<file path="config.mk">
export PLATFORM = sky130hd
export DESIGN_NAME = tgt_cmd_mover
export DESIGN_NICKNAME = d
export VERILOG_FILES = /design/src/rtl/tgt_mover_pkg.sv /design/src/rtl/cdb_len_decode.sv /design/src/rtl/tgt_mover_dp.sv /design/src/rtl/tgt_mover_ctrl.sv /design/src/rtl/tgt_cmd_mover.sv
export SDC_FILE = /design/constraint.sdc
export NUM_CORES = 1
export LEC_CHECK = 0
export BUFFER_PORTS_ARGS = -buffer_cell sky130_fd_sc_hd__buf_2
export CORE_MARGIN = 1
export CORE_UTILIZATION = 50
export CTS_CLUSTER_DIAMETER = 30
export CTS_CLUSTER_SIZE = 20
export DETAILED_ROUTE_END_ITERATION = 10
export PLACE_DENSITY = 0.77
export REMOVE_ABC_BUFFERS = 1
export SLEW_MARGIN = 25
export SYNTH_ARGS = -nofsm -noshare
export SYNTH_HDL_FRONTEND = slang
export SYNTH_SLANG_ARGS = --single-unit
</file>
<file path="constraint.sdc">
create_clock -name clk -period 3.8 [get_ports clk]
set_clock_uncertainty 0.05 [all_clocks]
set_input_delay 0.38 -clock clk [delete_from_list [all_inputs] [get_ports clk]]
set_output_delay 0.38 -clock clk [all_outputs]
set_load 0.05 [all_outputs]
</file>
<file path="src/rtl/tgt_mover_pkg.sv">
package tgt_mover_pkg;

    typedef enum logic [1:0] {
        ST_IDLE,
        ST_CHECK,
        ST_CMD_HEAD,
        ST_XFER
    } mover_state_e;

    typedef enum logic [2:0] {
        END_NONE,
        END_DONE,
        END_ILLEGAL,
        END_ATN,
        END_PARITY
    } mover_end_e;

    localparam logic [2:0] PHASE_COMMAND = 3'b010;

    localparam int unsigned CDB_LEN_SHORT = 6;
    localparam int unsigned CDB_LEN_MID   = 10;
    localparam int unsigned CDB_LEN_LONG  = 12;

endpackage

</file>
<file path="src/rtl/cdb_len_decode.sv">
module cdb_len_decode
    import tgt_mover_pkg::*;
#(
    parameter int CNT_W = 16
) (
    input  logic [7:0]       head_byte,
    input  logic             vendor_keep,
    input  logic [CNT_W-1:0] prog_count,
    output logic [CNT_W-1:0] used_count,
    output logic             replaced
);

    localparam logic [CNT_W-1:0] LEN_S = CNT_W'(CDB_LEN_SHORT);
    localparam logic [CNT_W-1:0] LEN_M = CNT_W'(CDB_LEN_MID);
    localparam logic [CNT_W-1:0] LEN_L = CNT_W'(CDB_LEN_LONG);

    logic [2:0]       group_code;
    logic [CNT_W-1:0] table_len;

    assign group_code = head_byte[7:5];

    always_comb begin
        table_len = '0;
        replaced  = 1'b0;
        unique case (group_code)
            3'd0: begin
                table_len = LEN_S;
                replaced  = 1'b1;
            end
            3'd1, 3'd2: begin
                table_len = LEN_M;
                replaced  = 1'b1;
            end
            3'd5: begin
                table_len = LEN_L;
                replaced  = 1'b1;
            end
            3'd6: begin
                table_len = LEN_S;
                replaced  = !vendor_keep;
            end
            3'd7: begin
                table_len = LEN_M;
                replaced  = !vendor_keep;
            end
            default: begin
                table_len = '0;
                replaced  = 1'b0;
            end
        endcase
        used_count = replaced ? table_len : prog_count;
    end

endmodule

</file>
<file path="src/rtl/tgt_mover_dp.sv">
module tgt_mover_dp #(
    parameter int CNT_W  = 16,
    parameter int ADDR_W = 16
) (
    input  logic              clk,
    input  logic              rst_n,
    input  logic              load,
    input  logic              head_take,
    input  logic              step,
    input  logic [CNT_W-1:0]  instr_count,
    input  logic [ADDR_W-1:0] instr_addr,
    input  logic [CNT_W-1:0]  head_count,
    output logic [CNT_W-1:0]  count_q,
    output logic [ADDR_W-1:0] addr_q
);

    localparam logic [CNT_W-1:0]  CNT_ONE  = CNT_W'(1);
    localparam logic [ADDR_W-1:0] ADDR_ONE = ADDR_W'(1);

    always_ff @(posedge clk or negedge rst_n) begin
        if (!rst_n) begin
            count_q <= '0;
            addr_q  <= '0;
        end else if (load) begin
            count_q <= instr_count;
            addr_q  <= instr_addr;
        end else if (head_take) begin
            count_q <= head_count - CNT_ONE;
            addr_q  <= addr_q + ADDR_ONE;
        end else if (step) begin
            count_q <= count_q - CNT_ONE;
            addr_q  <= addr_q + ADDR_ONE;
        end
    end

    p_no_wrap_r7: assert property (@(posedge clk) disable iff (!rst_n)
        step |-> count_q != '0);

endmodule

</file>
<file path="src/rtl/tgt_mover_ctrl.sv">
module tgt_mover_ctrl
    import tgt_mover_pkg::*;
#(
    parameter int CNT_W = 16
) (
    input  logic             clk,
    input  logic             rst_n,
    input  logic             start,
    input  logic [2:0]       instr_phase,
    input  logic             is_target,
    input  logic             halt_disable,
    input  logic             atn,
    input  logic             parity_err,
    input  logic             byte_ack,
    input  logic [CNT_W-1:0] count_q,
    input  logic [CNT_W-1:0] head_count,
    output logic             load,
    output logic             head_take,
    output logic             step,
    output logic             byte_req,
    output logic [2:0]       phase_drv,
    output logic             busy,
    output logic             done,
    output logic             irq_illegal,
    output logic             irq_atn,
    output logic             irq_parity
);

    localparam logic [CNT_W-1:0] CNT_ONE = CNT_W'(1);

    mover_state_e state_q, state_d;
    mover_end_e   end_kind;
    logic [2:0]   phase_q;
    logic         halt_req;
    mover_end_e   halt_kind;

    assign halt_req  = !halt_disable && (atn || (byte_ack && parity_err));
    assign halt_kind = atn ? END_ATN : END_PARITY;

    // next state and end classification
    always_comb begin
        state_d  = state_q;
        end_kind = END_NONE;
        unique case (state_q)
            ST_IDLE: begin
                if (start) state_d = ST_CHECK;
            end
            ST_CHECK: begin
                if (!is_target) begin
                    state_d  = ST_IDLE;
                    end_kind = END_ILLEGAL;
                end else if (phase_q == PHASE_COMMAND) begin
                    state_d = ST_CMD_HEAD;
                end else if (count_q == '0) begin
                    state_d  = ST_IDLE;
                    end_kind = END_ILLEGAL;
                end else begin
                    state_d = ST_XFER;
                end
            end
            ST_CMD_HEAD: begin
                if (byte_ack && head_count == '0) begin
                    state_d  = ST_IDLE;
                    end_kind = END_ILLEGAL;
                end else if (halt_req) begin
                    state_d  = ST_IDLE;
                    end_kind = halt_kind;
                end else if (byte_ack && head_count == CNT_ONE) begin
                    state_d  = ST_IDLE;
                    end_kind = END_DONE;
                end else if (byte_ack) begin
                    state_d = ST_XFER;
                end
            end
            ST_XFER: begin
                if (halt_req) begin
                    state_d  = ST_IDLE;
                    end_kind = halt_kind;
                end else if (byte_ack && count_q == CNT_ONE) begin
                    state_d  = ST_IDLE;
                    end_kind = END_DONE;
                end
            end
            default: state_d = ST_IDLE;
        endcase
    end

    // state register and latched instruction fields
    always_ff @(posedge clk or negedge rst_n) begin
        if (!rst_n) begin
            state_q     <= ST_IDLE;
            phase_q     <= '0;
            done        <= 1'b0;
            irq_illegal <= 1'b0;
            irq_atn     <= 1'b0;
            irq_parity  <= 1'b0;
        end else begin
            state_q <= state_d;
            if (load) begin
                phase_q     <= instr_phase;
                done        <= 1'b0;
                irq_illegal <= 1'b0;
                irq_atn     <= 1'b0;
                irq_parity  <= 1'b0;
            end else begin
                unique case (end_kind)
                    END_DONE:    done        <= 1'b1;
                    END_ILLEGAL: irq_illegal <= 1'b1;
                    END_ATN:     irq_atn     <= 1'b1;
                    END_PARITY:  irq_parity  <= 1'b1;
                    default: ;
                endcase
            end
        end
    end

    // outputs
    always_comb begin
        load      = 1'b0;
        head_take = 1'b0;
        step      = 1'b0;
        byte_req  = 1'b0;
        phase_drv = '0;
        busy      = 1'b1;
        unique case (state_q)
            ST_IDLE: begin
                busy = 1'b0;
                load = start;
            end
            ST_CHECK: ;
            ST_CMD_HEAD: begin
                byte_req  = 1'b1;
                phase_drv = phase_q;
                head_take = byte_ack && (head_count != '0);
            end
            ST_XFER: begin
                byte_req  = 1'b1;
                phase_drv = phase_q;
                step      = byte_ack;
            end
            default: busy = 1'b0;
        endcase
    end

    p_hold_instr_r10: assert property (@(posedge clk) disable iff (!rst_n)
        (state_q != ST_IDLE) |=> $stable(phase_q));

    p_one_outcome_r11: assert property (@(posedge clk) disable iff (!rst_n)
        $onehot0({done, irq_illegal, irq_atn, irq_parity}));

    p_atn_gated_r8: assert property (@(posedge clk) disable iff (!rst_n)
        $rose(irq_atn) |-> !$past(halt_disable));

    p_parity_gated_r8: assert property (@(posedge clk) disable iff (!rst_n)
        $rose(irq_parity) |-> !$past(halt_disable));

endmodule

</file>
<file path="src/rtl/tgt_cmd_mover.sv">
module tgt_cmd_mover
    import tgt_mover_pkg::*;
#(
    parameter int CNT_W  = 16,
    parameter int ADDR_W = 16
) (
    input  logic              clk,
    input  logic              rst_n,
    input  logic              start,
    input  logic [2:0]        instr_phase,
    input  logic [CNT_W-1:0]  instr_count,
    input  logic [ADDR_W-1:0] instr_addr,
    input  logic              is_target,
    input  logic              vendor_keep,
    input  logic              halt_disable,
    input  logic              atn,
    input  logic              parity_err,
    input  logic              byte_ack,
    input  logic [7:0]        byte_data,
    output logic              byte_req,
    output logic              phase_msg,
    output logic              phase_cd,
    output logic              phase_io,
    output logic              mem_we,
    output logic [ADDR_W-1:0] mem_addr,
    output logic [7:0]        mem_data,
    output logic              busy,
    output logic              done,
    output logic              irq_illegal,
    output logic              irq_atn,
    output logic              irq_parity
);

    logic              load, head_take, step;
    logic [CNT_W-1:0]  count_q, head_count;
    logic [ADDR_W-1:0] addr_q;
    logic [2:0]        phase_drv;
    logic              replaced;

    cdb_len_decode #(.CNT_W(CNT_W)) u_decode (
        .head_byte  (byte_data),
        .vendor_keep(vendor_keep),
        .prog_count (count_q),
        .used_count (head_count),
        .replaced   (replaced)
    );

    tgt_mover_ctrl #(.CNT_W(CNT_W)) u_ctrl (
        .clk         (clk),
        .rst_n       (rst_n),
        .start       (start),
        .instr_phase (instr_phase),
        .is_target   (is_target),
        .halt_disable(halt_disable),
        .atn         (atn),
        .parity_err  (parity_err),
        .byte_ack    (byte_ack),
        .count_q     (count_q),
        .head_count  (head_count),
        .load        (load),
        .head_take   (head_take),
        .step        (step),
        .byte_req    (byte_req),
        .phase_drv   (phase_drv),
        .busy        (busy),
        .done        (done),
        .irq_illegal (irq_illegal),
        .irq_atn     (irq_atn),
        .irq_parity  (irq_parity)
    );

    tgt_mover_dp #(.CNT_W(CNT_W), .ADDR_W(ADDR_W)) u_dp (
        .clk        (clk),
        .rst_n      (rst_n),
        .load       (load),
        .head_take  (head_take),
        .step       (step),
        .instr_count(instr_count),
        .instr_addr (instr_addr),
        .head_count (head_count),
        .count_q    (count_q),
        .addr_q     (addr_q)
    );

    assign {phase_msg, phase_cd, phase_io} = phase_drv;
    assign mem_we   = head_take | step;
    assign mem_addr = addr_q;
    assign mem_data = byte_data;

    p_idle_lines_r2: assert property (@(posedge clk) disable iff (!rst_n)
        !busy |-> ({phase_msg, phase_cd, phase_io} == 3'b000 && !mem_we));

    p_addr_advance_r7: assert property (@(posedge clk) disable iff (!rst_n)
        mem_we |=> mem_addr == $past(mem_addr) + ADDR_W'(1));

    p_illegal_no_write_r6: assert property (@(posedge clk) disable iff (!rst_n)
        $rose(irq_illegal) |-> !$past(mem_we));

    p_cmd_len_r3: assert property (@(posedge clk) disable iff (!rst_n)
        (replaced && head_take) |-> (head_count == CNT_W'(6) ||
            head_count == CNT_W'(10) || head_count == CNT_W'(12)));

endmodule

</file>
# Word level (Yosys, flattened, before mapping)
# Index checks and enable logic that the tools add are counted.
# word_totals
out_inout_bits	34
regBits	41
inputBits	52
word_cells	99
# op_classes
n_bitwise	1
addsub	3
n_mux	44
eq_ne	18
reduce_logical	25
# op_table
operator	n
$mux 16	7
$eq 16x1->1 const B	2
$logic_not 16->1	2
$sub 16x1->16 const B	2
$mux 2	11
$mux 3	7
$add 16x1->16 const B	1
$reduce_bool 16->1	1
$mux 1	15
$eq 3x2->1 const B	4
$eq 3x3->1 const B	4
$pmux 4 s3	1
$pmux 3 s3	1
$pmux 2 s4	1
$reduce_bool 2->1	4
$eq 3x1->1 const B	2
$logic_and 1x1->1	6
$reduce_or 2->1	3
$ne 5x2->1 const B	1
$eq 2x2->1 const B	2
$reduce_or 4->1	1
$logic_not 3->1	1
$ne 3x1->1 const B	1
$reduce_and 3->1	1
other kinds (9)	10

# Logic depth before layout (Yosys ltp)
# depth
ltp_word	13
mapped_depth	12
ltp_nobuf	11

# Cells and area by module
# A second synthesis with hierarchy kept.
# hier_totals
hier_cells	376
area_unflattened_um2	3126.7
# modules_own_cells
module	n_inst	cells_per_inst	seq_area_each_um2	area_per_inst_um2
tgt_mover_dp	1	247	800.8	2158.3
tgt_mover_ctrl	1	83	225.2	619.3
cdb_len_decode	1	37	0.0	282.8
tgt_cmd_mover	1	9	0.0	66.3

# Worst setup path before layout
# Ideal clock, no wire load.
# synth_path
path_kind	reg2reg
start	register u_dp.count_q[12]
end	register u_dp.count_q[11]
period_less_slack_ps	2699
setup_slack_ps	1101
setup_ps	123
path_buffers	3
arrival_time_ps	2527
required_time_ps	3627
stages_incl_launch_ff	12
path_cell_list	dfrtp_1 > buf_6 > or4_1 > buf_2 > nor3_1 > a21o_2 > a41o_1 > buf_4 > inv_2 > nor2_4 > nor2_1 > o221a_2
# synth_between
elab_chain_len	6
elab_cells_between_ends	7
classes_between	mux (4); reduce/logical (3)
# synth_rtl
element	line_no	rtl
start: declaration	tgt_mover_dp.sv:13	output logic [CNT_W-1:0] count_q,
start signal: assignment	tgt_mover_dp.sv:25	count_q <= instr_count;
start signal: assignment	tgt_mover_dp.sv:28	count_q <= head_count - CNT_ONE;
start signal: assignment	tgt_mover_dp.sv:31	count_q <= count_q - CNT_ONE;
$mux 16 *	cdb_len_decode.sv:51	used_count = replaced ? table_len : prog_count;
$reduce_bool 16->1 *	tgt_mover_ctrl.sv:134	head_take = byte_ack && (head_count != '0);
$logic_and 1x1->1 *	tgt_mover_ctrl.sv:134	
$mux 1 *	tgt_mover_ctrl.sv:125	unique case (state_q)
$mux 16	tgt_mover_dp.sv:27	end else if (head_take) begin
$mux 16	tgt_mover_dp.sv:24	end else if (load) begin
# Mark *: on every way between the ends. The rest lies on a longest branch, timed or not.
# A chain may end at the register's enable or synchronous reset.

# Final worst setup path
# layout_path
start	register u_dp.count_q[12]
end	output mem_we
# layout_between
elab_chain_len	5
# layout_rtl
element	line_no	rtl
$mux 16	cdb_len_decode.sv:51	
$reduce_bool 16->1	tgt_mover_ctrl.sv:134	
$logic_and 1x1->1	tgt_mover_ctrl.sv:134	
$mux 1	tgt_mover_ctrl.sv:125	
$or 1x1->1	tgt_cmd_mover.sv:86	assign mem_we = head_take | step;
end: declaration	tgt_cmd_mover.sv:24	output logic mem_we,
# Every way passes these cells.

==> summary.md <==
| Metric | Value |
|---|---|
| Status | finished with violations |
| Failing checks | hold timing |
| Worst skew pair latency | around 0.30 ns |
| Routability cong. | 0.946 |
| PostCTS Resize Cnt | 0 |
| Grt total ovfl | 0 |
| H-tree depth | 2 |
| Vias per cell | about 6.1 |
| Area contributors post-synth | dfrtp_1 (32%), nand2_1 (6.7%), nor2_1 (4.2%) |
| Global Route Usage Sum | 0.266 |
| Worst path max stage delay | 0.65 ns |
| Critical Path RT | 3.37 ns |
| CP max-delay cell | or4_1 |
| LEAKAGE | 1.52 nW |
| Max_slew headroom | 0.432 |
| Tcrit/Tclk final | 0.884 |
| Syn_area_per_cell | 7.80 sq um |
| Ys Warns | 0 |
| Synth Area in Simple Gates | 0.292 |
| I/O Buffers | 75 |
| Post-DP HPWL | 6250 um |
| Max-cap violation count | 0 |
| Asr flop ratio synth | 1.00 |
| Synthesized area | between 3000 and 4000 sq um |
| Peak supply drop | 0.483 mV |
| Worst setup SP type | flop |
| Root Driver | clkbuf_8 |
| Largest family of logic cells by synthesized area | simple AND/OR/NAND/NOR gates |
| Max Fclk | 298 MHz |
| Final Core Density | 0.595 |
| Post-detailed-routing wire length | 8690 um |
| Num CTS Buffers | 5 |
| Detailed-route via count | 3238 |
| Final Slew Violations | 0 |
| Fraction of layout cells with a size suffix above 1 | 0.222 |
| Clk sink count | between 40 and 50 |
| Sequential share of the synthesized area | 0.325 |
| Busiest layer in global routing | met2 |
| CTS tree | done |
| Post-Synth XOR/XNOR Area | 0.0721 |
| Row count | 28 |
| Post-CTS Setup Repair Bufs | 0 |
| Worst-path cell chain | or4_1 -> nor3_1 -> a21o_2 -> a41o_1 -> inv_2 -> buf_2 |
| Antenna Cells | 0 |
| Final setup TNS | 0 ns |
| WL per Instance | 16.4 um |
| Crit Path Class | flop to output pin |
| Initial antenna violation count | 0 |
| Pwr/cell area | 794 nW/um^2 |
| # DRC | 0 |
| Met2 usage in global routing | 0.414 |
| First-pass GRT wire length | 13500 um |
| EDFF count, synth | 0 |
| Post-synth top area share | 0.325 |
| Top FF cell, synth | dfrtp_1 |
| CTS max path bufs | 2 |
| Post-cts hold buffer count | 0 |
| Largest net degree at the start of global routing | between 40 and 50 |
| Fin. Hold Viols | 1 |
| Mux share of post-synthesis cell area | 0.00951 |
| # setup viols final | 0 |
| Final Hold Slack | -0.0000689 ns |
| Core area | 5990 sq um |
| Worst setup EP type | output pin |
| Number of global-route vias before repair | 2761 |
| Cell Count, Final, Fillers Out | ~530 |
| Worst EP arrival | 2.93 ns |
| # nets final | 510 |
| I/O Pins | 86 |
| CP max FO | 9 |
| Layout Area Growth over Synthesis | 12.8% |
| Initial Utilization | 0.527 |
| Die width | between 80 and 90 um |
| Adder-Cell Fraction of Synth Area | 0.0198 |
| Post-Place Cells | approximately 520 |
| RSZ-0062 raised after global routing | false |
| Die area | 6640 sq um |
| Worst-path clk slew | 0.09 ns |
| Seq cells post-synth | a little over 40 |
| Grt met1 use | 0.369 |
| Area leader, netlist | dfrtp_1 |
| Worst-margin pin slew | 0.851 ns |
| Min cycle time layout | 3.36 ns |
| Drt first pass iters | 6 |
| Hold WC Path Type | primary input to async pin |
| Die Height | 81.5 um |
| Cell variety after synth | 62 |
| Antenna-violating nets left | 0 |
| Synth Area in Compound Gates | 0.214 |
| GR Util met3 | 0.0489 |
| Iter 0 DRT Violations | about 300 |
| Synthesized instance count | ~410 |
==> power breakdown <==
group / internal (mW) / total [mW] / switching (mW)
sequential: 0.649 / 0.951 / 0.302
combinational: 0.510 / 1.57 / 1.06
clock: 0.147 / 0.309 / 0.162
==> cell families after synthesis <==
family,Yosys count
flops,41
simple gates,182
mux,3
fa+ha+maj,5
compound gates,103
xor+xnor,26
buf+inv,45
==> stage by stage <==
step	setup slack [ns]	cell area [sq um]	power [mW]	hold slack, ns
after floorplan	1.06	2970	2.07	0.0344
after global placement	0.923	3460	2.46	0.421
after detailed placement	0.832	3460	2.50	0.433
after CTS	0.487	3560	2.82	0.205
after global routing	0.259	3560	3.03	0.0418
final	0.442	3560	2.83	-0.0000689
==> routing by layer <==
| metal | part of all wire | vias to the layer above |
|---|---|---|
| met5 | 0 | - |
| met4 | 0.018 | 0 |
| met3 | 0.085 | 17 |
| met2 | 0.46 | 179 |
| met1 | 0.43 | 1496 |
| li1 | - | 1546 |
==> final timing paths <==
check / startpoint / to / slack [ns] / cells after the start
max: u_dp.count_q[12]$_DFFE_PN0P_ / mem_we / 0.44 / 6
min: rst_n / u_dp.count_q[5]$_DFFE_PN0P_ / -0.00007 / 1
max reg2reg: u_dp.count_q[12]$_DFFE_PN0P_ / u_dp.count_q[11]$_DFFE_PN0P_ / 0.74 / 8
min reg2reg: u_ctrl.done$_DFFE_PN0P_ / u_ctrl.done$_DFFE_PN0P_ / 0.44 / 1
max in group asynchronous: rst_n / u_ctrl.state_q[1]$_DFFE_PN0P_ / 3.31 / 1
min in group clk: instr_phase[1] / u_ctrl.phase_q[1]$_DFFE_PN0P_ / 0.21 / 3
==> synth_stat cells (7+ instances only) <==
cell and n:
nor4_1 7, xor2_1 13, inv_1 7, clkbuf_1 22
nor2_1 35, nand3_1 11, o21ai_0 26, a31oi_1 8
nand4_1 11, nor3_1 14, nand2_1 56, dfrtp_1 41
buf_4 9, xnor2_1 13, a21oi_1 26
==> state kept, by name, indices dropped and copies added, names as in the netlist <==
signal / cells
u_dp.addr_q: 16
u_dp.count_q: 16
u_ctrl.phase_q: 3
u_ctrl.state_q: 2
u_ctrl.done: 1
u_ctrl.irq_atn: 1
u_ctrl.irq_illegal: 1
u_ctrl.irq_parity: 1
==> critical path: cells and delay by family, from the launching register on <==
kind	cells	cell delay [ns]
buffers and inverters	2	0.43
AOI/OAI and AO/OA	2	0.69
and+or+nand+nor	2	1.03
DFF	1	0.47
==> cell usage in the layout (no fill, tap or decap), types with 3 or more instances in the layout <==
cell type,n
buf_2,74
nand2_1,56
dfrtp_1,41
nor2_1,35
o21ai_0,26
a21oi_1,26
nor3_1,14
xnor2_1,13
xor2_1,13
nand3_1,11
nand4_1,11
a31oi_1,8
inv_1,7
nor4_1,7
and2_1,6
o22ai_1,6
and3_1,6
clkbuf_8,6
nand2b_1,5
o21a_1,5
or4_1,5
nand3b_1,5
ha_1,5
nor2b_1,4
buf_4,4
or2_2,3
mux2i_1,3
a211oi_1,3
o221a_2,3
o211ai_1,3
==> layout make-up <==
| class | count | area, sq um |
|---|---|---|
| Inverter | 8 | 30.0 |
| Multi-Input combinational cell | 319 | 1920 |
| Timing Repair Buffer | 78 | 400 |
| Clock inverter | 2 | 13.8 |
| Tap cell | 75 | 93.8 |
| Sequential cell | 41 | 1030 |
| Clock buffer | 6 | 82.6 |
| Fill cell | 540 | 2430 |
No activity file was read; power rests on OpenSTA's default activity.
